$ cat src/rtl/wdiv_pkg.sv
package wdiv_pkg;

    typedef enum logic [2:0] {
        ST_IDLE,
        ST_LOAD,
        ST_CHECK,
        ST_ITER,
        ST_ALIGN,
        ST_WRITE,
        ST_FIN
    } wdiv_state_e;

    typedef struct packed {
        logic v;
        logic n;
        logic c;
        logic z;
    } wdiv_flags_t;

endpackage

$ cat src/rtl/wdiv_ctrl.sv
module wdiv_ctrl
    import wdiv_pkg::*;
#(
    parameter int ITERS = 16
) (
    input  logic clk,
    input  logic rst_n,
    input  logic start,
    output logic busy,
    output logic load,
    output logic check,
    output logic step,
    output logic wb,
    output logic done
);

    localparam int CW = (ITERS > 1) ? $clog2(ITERS) : 1;
    localparam logic [CW-1:0] LAST = CW'(ITERS - 1);

    wdiv_state_e state_q, state_d;
    logic [CW-1:0] cnt_q;

    // state register
    always_ff @(posedge clk or negedge rst_n) begin
        if (!rst_n) begin
            state_q <= ST_IDLE;
        end else begin
            state_q <= state_d;
        end
    end

    // iteration counter
    always_ff @(posedge clk or negedge rst_n) begin
        if (!rst_n) begin
            cnt_q <= '0;
        end else if (state_q == ST_ITER) begin
            cnt_q <= cnt_q + 1'b1;
        end else begin
            cnt_q <= '0;
        end
    end

    // next state
    always_comb begin
        state_d = state_q;
        unique case (state_q)
            ST_IDLE:  if (start) state_d = ST_LOAD;
            ST_LOAD:  state_d = ST_CHECK;
            ST_CHECK: state_d = ST_ITER;
            ST_ITER:  if (cnt_q == LAST) state_d = ST_ALIGN;
            ST_ALIGN: state_d = ST_WRITE;
            ST_WRITE: state_d = ST_FIN;
            ST_FIN:   state_d = ST_IDLE;
            default:  state_d = ST_IDLE;
        endcase
    end

    // outputs
    always_comb begin
        busy  = 1'b1;
        load  = 1'b0;
        check = 1'b0;
        step  = 1'b0;
        wb    = 1'b0;
        done  = 1'b0;
        unique case (state_q)
            ST_IDLE:  busy  = 1'b0;
            ST_LOAD:  load  = 1'b1;
            ST_CHECK: check = 1'b1;
            ST_ITER:  step  = 1'b1;
            ST_ALIGN: ;
            ST_WRITE: wb    = 1'b1;
            ST_FIN:   done  = 1'b1;
            default:  busy  = 1'b0;
        endcase
    end

    // iterations occupy exactly ITERS cycles, counted from the check cycle
    a_r8_iter_follows_check: assert property (@(posedge clk) disable iff (!rst_n)
        check |=> step);
    a_r9_done_after_write: assert property (@(posedge clk) disable iff (!rst_n)
        wb |=> done);

endmodule

$ cat src/rtl/wdiv_core.sv
module wdiv_core #(
    parameter int DW = 16
) (
    input  logic          clk,
    input  logic          rst_n,
    input  logic          load,
    input  logic          check,
    input  logic          step,
    input  logic [DW-1:0] hi_i,
    input  logic [DW-1:0] lo_i,
    input  logic [DW-1:0] dvsr_i,
    output logic [DW-1:0] quo,
    output logic [DW-1:0] rem,
    output logic          ovf
);

    logic [DW-1:0] rem_q, quo_q, dvsr_q;
    logic          ovf_q;
    logic [DW:0]   trial;
    logic [DW-1:0] diff;
    logic          fits;

    always_comb begin
        trial = {rem_q, quo_q[DW-1]};
        fits  = (trial >= {1'b0, dvsr_q});
        diff  = trial[DW-1:0] - dvsr_q;
    end

    always_ff @(posedge clk or negedge rst_n) begin
        if (!rst_n) begin
            rem_q  <= '0;
            quo_q  <= '0;
            dvsr_q <= '0;
            ovf_q  <= 1'b0;
        end else if (load) begin
            rem_q  <= hi_i;
            quo_q  <= lo_i;
            dvsr_q <= dvsr_i;
            ovf_q  <= 1'b0;
        end else if (check) begin
            ovf_q  <= (dvsr_q == '0) || (rem_q >= dvsr_q);
        end else if (step) begin
            rem_q  <= fits ? diff : trial[DW-1:0];
            quo_q  <= {quo_q[DW-2:0], fits};
        end
    end

    assign quo = quo_q;
    assign rem = rem_q;
    assign ovf = ovf_q;

    // a zero divisor is always reported as overflow
    a_r4_zero_divisor: assert property (@(posedge clk) disable iff (!rst_n)
        (check && dvsr_q == '0) |=> ovf_q);
    // restoring step keeps the partial remainder below the divisor
    a_r3_rem_below_divisor: assert property (@(posedge clk) disable iff (!rst_n)
        (step && !ovf_q) |=> (rem_q < dvsr_q));

endmodule

$ cat src/rtl/wdiv_regs.sv
module wdiv_regs
    import wdiv_pkg::*;
#(
    parameter int              AW        = 18,
    parameter int              DW        = 16,
    parameter logic [AW-1:0]   ADDR_HI   = 18'h03F02,
    parameter logic [AW-1:0]   ADDR_LO   = 18'h03F03,
    parameter logic [AW-1:0]   ADDR_DV   = 18'h03F04,
    parameter logic [AW-1:0]   ADDR_TRIG = 18'h03F07,
    parameter logic [DW-1:0]   CMD_DIV   = 16'h0004
) (
    input  logic          clk,
    input  logic          rst_n,
    input  logic          bus_we,
    input  logic [AW-1:0] bus_addr,
    input  logic [DW-1:0] bus_wdata,
    input  logic          busy,
    input  logic          wb,
    input  logic          ovf,
    input  logic [DW-1:0] quo,
    input  logic [DW-1:0] rem,
    output logic [DW-1:0] hi,
    output logic [DW-1:0] lo,
    output logic [DW-1:0] dvsr,
    output wdiv_flags_t   flags,
    output logic          start
);

    logic wr_ok;

    assign wr_ok = bus_we && !busy;
    assign start = wr_ok && (bus_addr == ADDR_TRIG) && (bus_wdata == CMD_DIV);

    always_ff @(posedge clk or negedge rst_n) begin
        if (!rst_n) begin
            hi    <= '0;
            lo    <= '0;
            dvsr  <= '0;
            flags <= '0;
        end else if (wb) begin
            if (!ovf) begin
                hi <= rem;
                lo <= quo;
            end
            flags.v <= ovf;
            flags.c <= 1'b0;
            flags.n <= !ovf && quo[DW-1];
            flags.z <= !ovf && (quo == '0);
        end else if (wr_ok) begin
            if (bus_addr == ADDR_HI) hi   <= bus_wdata;
            if (bus_addr == ADDR_LO) lo   <= bus_wdata;
            if (bus_addr == ADDR_DV) dvsr <= bus_wdata;
        end
    end

    // operand registers frozen while busy, except the writeback edge
    a_r10_frozen_while_busy: assert property (@(posedge clk) disable iff (!rst_n)
        (busy && !wb) |=> ($stable(hi) && $stable(lo) && $stable(dvsr)));
    // overflow leaves the dividend untouched
    a_r4_overflow_keeps: assert property (@(posedge clk) disable iff (!rst_n)
        (wb && ovf) |=> ($stable(hi) && $stable(lo)));

endmodule

$ cat src/rtl/wdiv_unit.sv
module wdiv_unit
    import wdiv_pkg::*;
#(
    parameter int              ADDR_W    = 18,
    parameter int              DATA_W    = 16,
    parameter logic [ADDR_W-1:0] ADDR_HI   = 18'h03F02,
    parameter logic [ADDR_W-1:0] ADDR_LO   = 18'h03F03,
    parameter logic [ADDR_W-1:0] ADDR_DV   = 18'h03F04,
    parameter logic [ADDR_W-1:0] ADDR_TRIG = 18'h03F07,
    parameter logic [DATA_W-1:0] CMD_DIV   = 16'h0004
) (
    input  logic              clk,
    input  logic              rst_n,
    input  logic              bus_we,
    input  logic [ADDR_W-1:0] bus_addr,
    input  logic [DATA_W-1:0] bus_wdata,
    output logic [DATA_W-1:0] dvd_hi,
    output logic [DATA_W-1:0] dvd_lo,
    output logic [DATA_W-1:0] divisor,
    output logic              busy,
    output logic              done,
    output logic              flag_v,
    output logic              flag_n,
    output logic              flag_c,
    output logic              flag_z
);

    localparam int ITERS  = DATA_W;
    localparam int WINDOW = ITERS + 5;
    localparam int WCW    = $clog2(WINDOW + 1);

    logic              start, load, check, step, wb, ovf;
    logic [DATA_W-1:0] quo, rem;
    wdiv_flags_t       flags;

    wdiv_ctrl #(.ITERS(ITERS)) u_ctrl (
        .clk   (clk),
        .rst_n (rst_n),
        .start (start),
        .busy  (busy),
        .load  (load),
        .check (check),
        .step  (step),
        .wb    (wb),
        .done  (done)
    );

    wdiv_core #(.DW(DATA_W)) u_core (
        .clk    (clk),
        .rst_n  (rst_n),
        .load   (load),
        .check  (check),
        .step   (step),
        .hi_i   (dvd_hi),
        .lo_i   (dvd_lo),
        .dvsr_i (divisor),
        .quo    (quo),
        .rem    (rem),
        .ovf    (ovf)
    );

    wdiv_regs #(
        .AW        (ADDR_W),
        .DW        (DATA_W),
        .ADDR_HI   (ADDR_HI),
        .ADDR_LO   (ADDR_LO),
        .ADDR_DV   (ADDR_DV),
        .ADDR_TRIG (ADDR_TRIG),
        .CMD_DIV   (CMD_DIV)
    ) u_regs (
        .clk       (clk),
        .rst_n     (rst_n),
        .bus_we    (bus_we),
        .bus_addr  (bus_addr),
        .bus_wdata (bus_wdata),
        .busy      (busy),
        .wb        (wb),
        .ovf       (ovf),
        .quo       (quo),
        .rem       (rem),
        .hi        (dvd_hi),
        .lo        (dvd_lo),
        .dvsr      (divisor),
        .flags     (flags),
        .start     (start)
    );

    assign flag_v = flags.v;
    assign flag_n = flags.n;
    assign flag_c = flags.c;
    assign flag_z = flags.z;

    // busy-window length tracker for the window assertions
    logic [WCW-1:0] win_q;
    always_ff @(posedge clk or negedge rst_n) begin
        if (!rst_n) begin
            win_q <= '0;
        end else if (busy) begin
            win_q <= win_q + 1'b1;
        end else begin
            win_q <= '0;
        end
    end

    // done lands in the last cycle of the window
    a_r9_done_at_end: assert property (@(posedge clk) disable iff (!rst_n)
        done |-> (win_q == WCW'(WINDOW - 1)));
    // busy never outlasts the window and drops after done
    a_r8_window_bound: assert property (@(posedge clk) disable iff (!rst_n)
        busy |-> (win_q < WCW'(WINDOW)));
    a_r8_drop_after_done: assert property (@(posedge clk) disable iff (!rst_n)
        done |=> !busy);
    // the window only opens on an accepted trigger
    a_r2_rise_needs_trigger: assert property (@(posedge clk) disable iff (!rst_n)
        $rose(busy) |-> $past(start));
    // sign flag tracks quotient MSB when no overflow
    a_r6_sign_matches: assert property (@(posedge clk) disable iff (!rst_n)
        (done && !flag_v) |-> (flag_n == dvd_lo[DATA_W-1]));

endmodule

$ cat config.mk
export PLATFORM = sky130hd
export DESIGN_NAME = wdiv_unit
export DESIGN_NICKNAME = d
export VERILOG_FILES = /design/src/rtl/wdiv_pkg.sv /design/src/rtl/wdiv_ctrl.sv /design/src/rtl/wdiv_core.sv /design/src/rtl/wdiv_regs.sv /design/src/rtl/wdiv_unit.sv
export SDC_FILE = /design/constraint.sdc
export NUM_CORES = 1
export LEC_CHECK = 0
export CAP_MARGIN = 20
export CORE_MARGIN = 2
export CORE_UTILIZATION = 40
export CTS_BUF_LIST = sky130_fd_sc_hd__clkbuf_4 sky130_fd_sc_hd__clkbuf_8 sky130_fd_sc_hd__clkbuf_16
export CTS_CLUSTER_SIZE = 20
export DETAILED_ROUTE_END_ITERATION = 16
export GPL_TIMING_DRIVEN = 0
export SLEW_MARGIN = 20
export SYNTH_ARGS = -nofsm -noshare
export SYNTH_HDL_FRONTEND = slang
export SYNTH_SLANG_ARGS = --single-unit
export TNS_END_PERCENT = 100
$ cat constraint.sdc
create_clock -name clk -period 2.6 [get_ports clk]
set_input_delay 0.78 -clock clk [delete_from_list [all_inputs] [get_ports clk]]
set_output_delay 0.78 -clock clk [all_outputs]
set_load 0.03 [all_outputs]
# Yosys cells after proc, flatten, opt, wreduce, memory -nomap -nowiden
# Cells that the tools add are included.
# Widths: inputs -> output; s select.
[word_totals] regBits=107 in_bits=37 elab_cells=82
[classes] addsub=2 order_cmp=2 eq_ne=16 muxes=27 bitwise_logic=1 n_reduce_logical=22
[op_table] op="$mux 16" n=15
[op_table] op="$eq 18x14->1 const B" n=4
[op_table] op="$logic_not 16->1" n=2
[op_table] op="$pmux 3 s6" n=1
[op_table] op="$ge 17x16->1" n=1
[op_table] op="$eq 16x3->1 const B" n=1
[op_table] op="$ge 16x16->1" n=1
[op_table] op="$sub 16x16->16" n=1
[op_table] op="$reduce_bool 2->1" n=5
[op_table] op="$eq 3x3->1 const B" n=3
[op_table] op="$reduce_and 3->1" n=3
[op_table] op="$mux 1" n=8
[op_table] op="$ne 2x2->1 const B" n=4
[op_table] op="$eq 3x2->1 const B" n=2
[op_table] op="$mux 3" n=2
[op_table] op="$reduce_or 6->1" n=1
[op_table] op="$logic_and 1x1->1" n=5
[op_table] op="$add 4x1->4 const B" n=1
[op_table] op="$eq 4x4->1 const B" n=1
[op_table] op="$mux 4" n=1
[op_table] op="$reduce_and 2->1" n=2
[op_table] op="$eq 3x1->1 const B" n=1
[op_table] op="$logic_not 3->1" n=1
[op_table] op="$logic_not 1->1" n=2
[op_table] op="other kinds (2)" n=2

# Depth between registers and ports, before layout
# Gate-level depths: netlist (run 1).
[logic_depth] depth_word=9 depth_mapped=11 mapped_depth_nobuf=11

# By module
# Synthesis (run 1) repeated with hierarchy kept, for this count alone.
[hier_totals] hier_cells=658 area_unflattened_um2=6424.9
[by_module_without_submodules] module="wdiv_core" n_inst=1 cells_per_inst=402 area_each_um2=3499.6 seq_area_each_um2=1226.2
[by_module_without_submodules] module="wdiv_regs" n_inst=1 cells_per_inst=218 area_each_um2=2521.2 seq_area_each_um2=1276.2
[by_module_without_submodules] module="wdiv_ctrl" n_inst=1 cells_per_inst=38 area_each_um2=404.1 seq_area_each_um2=175.2

# Worst setup path before layout (run 1)
# OpenSTA, ideal clock, no wires.
[synth_path] kind="reg2reg" start="reg u_core.quo_q[15] (netlist: u_core.quo[15])" end="reg u_core.rem_q[10] (netlist: u_core.rem[10])" setup_ns=0.132 arrival_time_ns=2.279 path_slack_ns=0.189 stages_incl_launch_ff=12 path_buffers=0 path_cell_list="dfrtp_1 -> inv_1 -> ha_1 -> inv_1 -> fa_1 -> a211oi_1 -> o21ai_0 -> a21o_1 -> a311o_1 -> xor2_1 -> mux2i_1 -> o21ai_1"
[synth_between] elab_chain_len=5 elab_cells_between_ends=6 classes_between="add/sub: 1; order compare: 1; mux: 4"
[synth_rtl] element="start, declared" line_no="wdiv_core.sv:17" text="logic [DW-1:0] rem_q, quo_q, dvsr_q;"
[synth_rtl] element="start signal, assigned" line_no="wdiv_core.sv:37" text="quo_q <= lo_i;"
[synth_rtl] element="start signal, assigned" line_no="wdiv_core.sv:44" text="quo_q <= {quo_q[DW-2:0], fits};"
[synth_rtl] element="$sub 16x16->16 / $ge 17x16->1 (equally long branches)" line_no="wdiv_core.sv:26, wdiv_core.sv:25"
[synth_rtl] element="$mux 16 (*)" line_no="wdiv_core.sv:43" text="rem_q <= fits ? diff : trial[DW-1:0];"
[synth_rtl] element="$mux 16 (*)" line_no="wdiv_core.sv:42" text="end else if (step) begin"
[synth_rtl] element="$mux 16 (*)" line_no="wdiv_core.sv:40" text="end else if (check) begin"
[synth_rtl] element="$mux 16 (*)" line_no="wdiv_core.sv:35" text="end else if (load) begin"
[synth_rtl] element="end signal, assigned" line_no="wdiv_core.sv:36" text="rem_q <= hi_i;"
[synth_rtl] element="end signal, assigned" line_no="wdiv_core.sv:43"
[synth_rtl] element="end, declared" line_no="wdiv_core.sv:17"
# Every way passes the cells marked *; elsewhere a longest branch is shown, timed or not. The select of a mux whose other input is x is not followed.
# A chain may end at the register's enable or synchronous reset.

# Worst setup path in the final report (run 1)
[layout_path] start="in bus_addr[2]" end="reg u_regs.dvsr[14]"
[layout_between] elab_chain_len=2
[layout_rtl] element="start, declared" line_no="wdiv_unit.sv:15" text="input logic [ADDR_W-1:0] bus_addr,"
[layout_rtl] element="$eq 18x14->1" line_no="wdiv_regs.sv:52" text="if (bus_addr == ADDR_DV) dvsr <= bus_wdata;"
[layout_rtl] element="$reduce_and 3->1 (no line)"
[layout_rtl] element="end signal, assigned" line_no="wdiv_regs.sv:52"
[layout_rtl] element="end, declared" line_no="wdiv_regs.sv:24" text="output logic [DW-1:0] dvsr,"
# No other way between the ends.

==> results of run 1 <==
[placed cells by master (no fill, tap or decap), types with 8 or more instances in the layout]
cell type / synthesis / layout
and2_1: 16 / 16
nand2_1: 81 / 81
mux2_1: 10 / 10
ha_1: 33 / 30
nor4_1: 11 / 9
nor3b_1: 13 / 13
o21ai_0: 77 / 74
clkdlybuf4s50_1: 0 / 86
a21oi_1: 61 / 59
o21ai_1: 13 / 15
mux2_2: 8 / 8
dfrtp_1: 107 / 106
clkbuf_1: 23 / 19
mux2i_1: 27 / 27
nor2_1: 27 / 26
clkbuf_16: 0 / 9
inv_1: 22 / 21
buf_4: 2 / 16
a21o_1: 9 / 9
[registers in the layout (all words and copies together), names as in the netlist]
| signal | count |
|---|---|
| u_regs.hi | 16 |
| u_regs.flags | 3 |
| u_ctrl.cnt_q | 4 |
| u_core.quo | 16 |
| u_core.rem | 16 |
| u_core.dvsr_q | 16 |
| u_regs.dvsr | 16 |
| u_core.ovf | 1 |
| u_ctrl.state_q | 3 |
| u_regs.lo | 16 |
[cell families after synthesis]
family / Yosys count / synth area share [%]
AND/OR/NAND/NOR: 203 / 17.4
AO/OA/AOI/OAI: 192 / 17.8
flip-flops: 107 / 44.0
buffers and inverters: 56 / 3.95
multiplexers: 45 / 7.78
adder cells (fa/ha/maj): 34 / 7.12
XOR/XNOR: 13 / 1.87
other: 1 / 0.0617
[cell type report]
class	count	area [µm²]	area share (%)
multi-input combinational	488	3270	42.2
clock buffer	10	233	3.01
sequential	107	2680	34.6
inverter	23	86.3	1.11
clock inverter	5	60.1	0.776
tap	188	235	3.04
buffer	32	159	2.05
timing repair buffer	104	1020	13.2
[power groups by stage]
stage | combinational [mW] | clock (mW) | sequential (mW)
2_1_floorplan | 0.714 | 0 | 1.74
3_3_place_gp | 1.00 | 0 | 1.76
3_5_place_dp | 1.02 | 0 | 1.76
6_report | 1.15 | 1.39 | 1.72
5_1_grt | 1.24 | 1.49 | 1.73
4_1_cts | 1.11 | 1.42 | 1.72
[timing repair]
action,CTS,global route
setup endpoints to repair,53,49
setup buffers,7,7
pin swaps,4,6
resized for setup,18,17
[per-layer routing]
layer,vias up,global-route usage [%]
met2,171,36.4
met5,-,0
li1,2557,-
met3,21,3.18
met1,2638,34.2
met4,0,6.92
[worst paths after layout]
path | to | startpoint | depth (start not counted) | slack, ps
setup / recovery | u_regs.dvsr[14] | bus_addr[2] | 6 | 100
hold / removal | u_core.quo[2] | rst_n | 1 | 410
setup reg to reg | u_core.rem[10] | u_core.quo[15] | 11 | 120
hold reg to reg | u_regs.flags[2] | u_regs.flags[2] | 2 | 500
max in group asynchronous | u_regs.dvsr[14] | rst_n | 2 | 1530
min in group clk | u_regs.flags[2] | u_regs.flags[2] | 2 | 500
[per-stage QoR]
stage / setup TNS (ps) / hold WS, ps
final: 0 / 409
after global routing: -9.37 / 456
after CTS: 0 / 431
after detailed placement: -24270 / 484
after global placement: -376170 / 449
after floorplan: 0 / 433
==> implementation parameters, run 1 <==
Parameter                              Value

Run status
  Run status ... finished clean

Synthesis
  EDFF count, synth ... 0
  Synth cell types ... 62
  Most numerous cell in the Yosys netlist ... dfrtp_1
  Share of async-settable or async-resettable flops after synthesis ... 100%
  Post-synthesis instance area ... 6080 µm²
  Yosys Warn Count ... 0
  Leading register cell type out of synthesis ... dfrtp_1
  Per-instance average area after synthesis ... 9.34 µm²
  Post-synthesis cell type with the largest combined area ... dfrtp_1
  Top cells by instance count after synthesis ... dfrtp_1, nand2_1, o21ai_0, a21oi_1, ha_1
  Area share of the leading cell type in the synthesized netlist ... between 40% and 50%
  Number of register bits inferred by synthesis ... 107
  Count of mapped cells out of synthesis ... 651
  Top cells by area, synth ... dfrtp_1, ha_1, o21ai_0
  Sequential cell area fraction in the yosys report ... 44.0%
  Net Count, Synth ... 722

Setup path
  Critical path required time ... 2830 ps
  Crit path kind ... primary input to flop
  Cell with the largest stage delay on the worst path ... or4_4
  Data arrival time of the worst path ... 2730 ps
  Largest delay contributor family on the critical path ... simple AND/OR/NAND/NOR gates
  Number of buffers and inverters on the critical path ... 3
  Category of the worst setup path launch point ... primary input
  Worst stage delay on the critical path ... 510 ps
  Sort of element at the end of the critical path ... flop
  Cell-by-cell trace of the critical path ... clkdlybuf4s50_1, inv_1, or4_4, nor4_4, buf_6, mux2_1
  Maximum fanout along the worst path ... 10

Clock network
  Root buf cell ... clkbuf_16
  Clock sink count ... roughly 110
  Worst-case clock buffer depth ... 2
  CTS Hold Buffers Added ... 0
  Clock transition at the registers of the reported paths ... around 70 ps
  CTS tree ... built
  Clock insertion delay at the later pin of the skew report ... 350 ps
  H-tree lvl count ... 3
  Number of buffers added by the clock tree synthesis step ... 9

STA
  Max-Slew Margin vs Limit ... roughly half
  Worst Max-Slew Pin Slew ... 760 ps
  Final setup margin ... 99.7 ps
  Final min period ... 2500 ps
  Fmax ... 0.400 GHz
  Setup repair after global routing missed its margin ... true
  Setup-failing EPs final ... 0
  Fraction of the cycle the final worst path needs ... 96.2%
  Worst clock skew ... between 10 and 15 ps
  Pins over their slew limit ... 0
  Number of failing hold endpoints at the final stage ... 0

Pwr
  Worst-case vdd ir drop ... 0.000301 V
  Clock share of power ... 32.6%
  Power spent charging and discharging nets ... 1.30 mW
  Total leakage power ... between 3 and 4 nW
  Part of the total power dissipated in sequential elements ... 40.4%
  Fraction of power spent switching nets ... 30.6%
  Logic pwr share ... 27.0%
  PwrDens ... 551 nW/µm²
  Post-layout power ... 4.27 mW
  Total internal power ... 2.97 mW

Global route
  Largest net degree at the start of global routing ... between 60 and 70
  Vias in the first global route ... 5201
  GRT overflow ... 0
  First-pass GRT wire length ... 29000 µm
  Global-route usage over all layers ... 23.4%
  Antenna violations before repair ... 0

Drt
  DR DRC count ... 0
  DRT Wirelength ... 18600 µm
  DR WL met2 ... 8600 µm
  Uppermost signal routing layer after detailed routing ... met4
  Vias per cell ... 5.63
  Routed wl met3 ... ~940 µm
  1st-pass router iterations ... 4
  DRT antenna net count ... 0
  Total number of vias ... 5387
  Wire length per cell ... 19.5 µm
  Starting DRT DRC Count ... around 370
  Met1 layer wirelength in the final routing ... 8780 µm

Worst hold path
  Type of the most critical hold path ... primary input to async pin

Final layout
  Fraction of layout cells with a size suffix above 1 ... 10.8%
  Antenna cell count ... 0
  Net count reported at finish ... about 840
  Utilization after layout ... 51.5%
  Area added between synthesis and finish ... 27.3%
  Number of filler cells placed in the layout ... 1419
  Count of placed standard cells in the final layout, fillers left out ... 957
  Final std cell area, no fill ... slightly below 8000 µm²

Floorplan
  Die Width ... about 130 µm
  Top-level port count ... 91
  Row cnt ... 45
  Area enclosed by the die boundary ... 16200 µm²
  Die boundary height ... 127 µm
  Effective utilization at floorplan ... 40.4%
  Core area ... 15000 µm²

Place
  Setup slack after placement ... -566 ps
  RD Place Congestion ... 0.906
  Detail Placement HPWL ... 14200 µm
  Number of placed instances, taps included ... 929
  Number of buffer cells added on primary ports ... between 80 and 90
  Area after DPL ... around 7200 µm²

Job
  Max cap viols ... 0
(Power assumes the default switching activity.)
==> run 2: changes to the inputs <==
--- a/config.mk
+++ b/config.mk
@@ -11,8 +11,10 @@
 export CTS_BUF_LIST = sky130_fd_sc_hd__clkbuf_4 sky130_fd_sc_hd__clkbuf_8 sky130_fd_sc_hd__clkbuf_16
 export CTS_CLUSTER_SIZE = 20
 export DETAILED_ROUTE_END_ITERATION = 16
+export GPL_ROUTABILITY_DRIVEN = 0
 export GPL_TIMING_DRIVEN = 0
-export SLEW_MARGIN = 20
+export PLACE_DENSITY = 0.72
+export SLEW_MARGIN = 25
 export SYNTH_ARGS = -nofsm -noshare
 export SYNTH_HDL_FRONTEND = slang
 export SYNTH_SLANG_ARGS = --single-unit
==> run 2 against run 1 <==
  * Largest power group unchanged
  * First-iteration DRC count increased by 14%
  * Design area decreased by 0.68%
  * Wire length fell by 5.3%
  * Via count up 0.56%
  * Die area stayed put
  * Non-clock buffer count is 4 lower
  * Clock power about the same
  * Setup slack lost 37 ps
  * Cell count down 0.31%
  * Sequential power hardly changed
==> implementation parameters, run 2 (synthesis gave the netlist of run 1 again) <==
Parameter                              Value

Clock network
  H-tree lvl count ... 3
  CTS tree ... built
  Number of buffers added by the clock tree synthesis step ... 9
  CTS Hold Buffers Added ... 0
  Clock sink count ... 107
  Clock transition at the registers of the reported paths ... 80 ps
  Root buf cell ... clkbuf_16
  Worst-case clock buffer depth ... 2
  Clock insertion delay at the later pin of the skew report ... 360 ps

Drt
  Wire length per cell ... 18.5 µm
  1st-pass router iterations ... 5
  DRT Wirelength ... 17600 µm
  Vias per cell ... around 5.7
  Starting DRT DRC Count ... 416
  DR DRC count ... 0
  DRT antenna net count ... 0
  Total number of vias ... around 5400

Final layout
  Count of placed standard cells in the final layout, fillers left out ... 954
  Area added between synthesis and finish ... 26.5%
  Highest-count cells in the layout ignoring fill and taps ... dfrtp_1, clkdlybuf4s50_1, nand2_1, o21ai_0, a21oi_1
  Antenna cell count ... 0
  Final std cell area, no fill ... between 7000 and 8000 µm²
  Most frequent standard cell in the layout excluding fill and tap cells ... dfrtp_1
  Fraction of layout cells with a size suffix above 1 ... 10.2%
  Net count reported at finish ... 832

Pwr
  Post-layout power ... 4.18 mW
  PwrDens ... 543 nW/µm²
  Worst-case vdd ir drop ... 0.000410 V
  Total leakage power ... 3.28 nW

STA
  Max-Slew Margin vs Limit ... 47.6%
  Worst clock skew ... 7.07 ps
  Setup-failing EPs final ... 0
  Number of failing hold endpoints at the final stage ... 0
  Fraction of the cycle the final worst path needs ... 97.6%
  Fmax ... 0.394 GHz
  Worst Max-Slew Pin Slew ... 786 ps
  Pins over their slew limit ... 0
  Fin Hold WS ... 330 ps
  Final min period ... 2540 ps

Floorplan
  Core area ... 15000 µm²
  Top-level port count ... 91
  Effective utilization at floorplan ... 40.4%
  Die Width ... approximately 130 µm
  Area enclosed by the die boundary ... between 15000 and 20000 µm²
  Die boundary height ... 127 µm
  Row cnt ... 45

Place
  Number of placed instances, taps included ... 929
  Detail Placement HPWL ... 13500 µm
  Number of buffer cells added on primary ports ... 89
  Area after DPL ... slightly above 7000 µm²

Setup path
  Cell with the largest stage delay on the worst path ... or4_4
  Capture point of the worst path ... u_regs.dvsr[0]
  Reg2reg path depth ... 9
  Data arrival time of the worst path ... 2790 ps
  Worst stage delay on the critical path ... slightly below 600 ps
  Sort of element at the end of the critical path ... flop
  Maximum fanout along the worst path ... 5
  Cell-by-cell trace of the critical path ... clkdlybuf4s50_1, or4_4, nor4_4, buf_4, mux2_2
  Critical path required time ... approximately 2900 ps
  Register-to-register setup slack ... 100 ps
  Reg-to-Reg Start ... u_core.rem[13]
  Worst reg2reg endpoint ... u_core.rem[11]
  Timing startpoint of the critical path ... bus_addr[0]
  Crit path kind ... primary input to flop
  Category of the worst setup path launch point ... primary input

Worst hold path
  Type of the most critical hold path ... primary input to async pin

Global route
  GRT overflow ... 0
  Vias in the first global route ... 5299
  Global-route usage over all layers ... 22.3%
  First-pass GRT wire length ... 28000 µm
  Antenna violations before repair ... 0
  Largest net degree at the start of global routing ... about 70

Run status
  Run status ... finished clean

Job
  Max cap viols ... 0
[run 2: routing by layer]
layer  vias up  track usage, %  routed length, µm
met5         -               0                  0
met4         0            7.63                460
met3        35            5.49               1360
met2       231            33.6               7800
met1      2596            31.5               8030
li1       2555               -                  -
[run 2: what timing repair did]
| item | 4_1_cts | 5_1_grt |
|---|---|---|
| gates resized for setup | 17 | 23 |
| setup endpoints to repair | 53 | 51 |
| pin swaps | 4 | 8 |
| buffers inserted | 6 | 4 |
[run 2: area by class of cell]
class,instances,area [µm²]
plain buffers,32,156
clock inverters,6,53.8
fillers,1396,7340
repair buffers,100,987
multi-input cells,488,3250
well taps,188,235
clock buffers,10,239
flip-flops and latches,107,2680
inverters,23,86.3
[run 2: where the power goes]
group / internal, mW / leakage (nW) / total, mW / switching (mW)
Combinational: 0.476 / 1.65 / 1.08 / 0.608
Sequential: 1.69 / 1.49 / 1.72 / 0.0342
Clock: 0.696 / 0.142 / 1.37 / 0.676
Total: 2.86 / 3.28 / 4.18 / 1.32
[run 2: worst max-delay path: cells and delay by family]
kind,cells,cell delay (ps)
AND/OR/NAND/NOR,2,960
buffers and inverters,2,710
multiplexers,1,330
[run 2: how the worst min path moves through the flow]
stage	from	endpoint	slack, ps
floorplan	u_ctrl.cnt_q[0]	u_ctrl.cnt_q[0]	430
global placement	u_ctrl.cnt_q[0]	u_ctrl.cnt_q[0]	450
detailed placement	u_ctrl.cnt_q[0]	u_ctrl.cnt_q[0]	460
CTS	rst_n	u_core.rem[6]	340
global route	rst_n	u_core.rem[3]	360
finish	rst_n	u_core.rem[0]	330
[run 2: through the flow]
step	setup TNS (ps)	utilization (%)	setup slack (ps)
final	0	51.2	62.8
after global routing	-56.8	51.2	-21.6
after CTS	0	50.6	15.8
after detailed placement	-20230	48.1	-510
after global placement	-378420	47.9	-3370
after floorplan	0	-	189
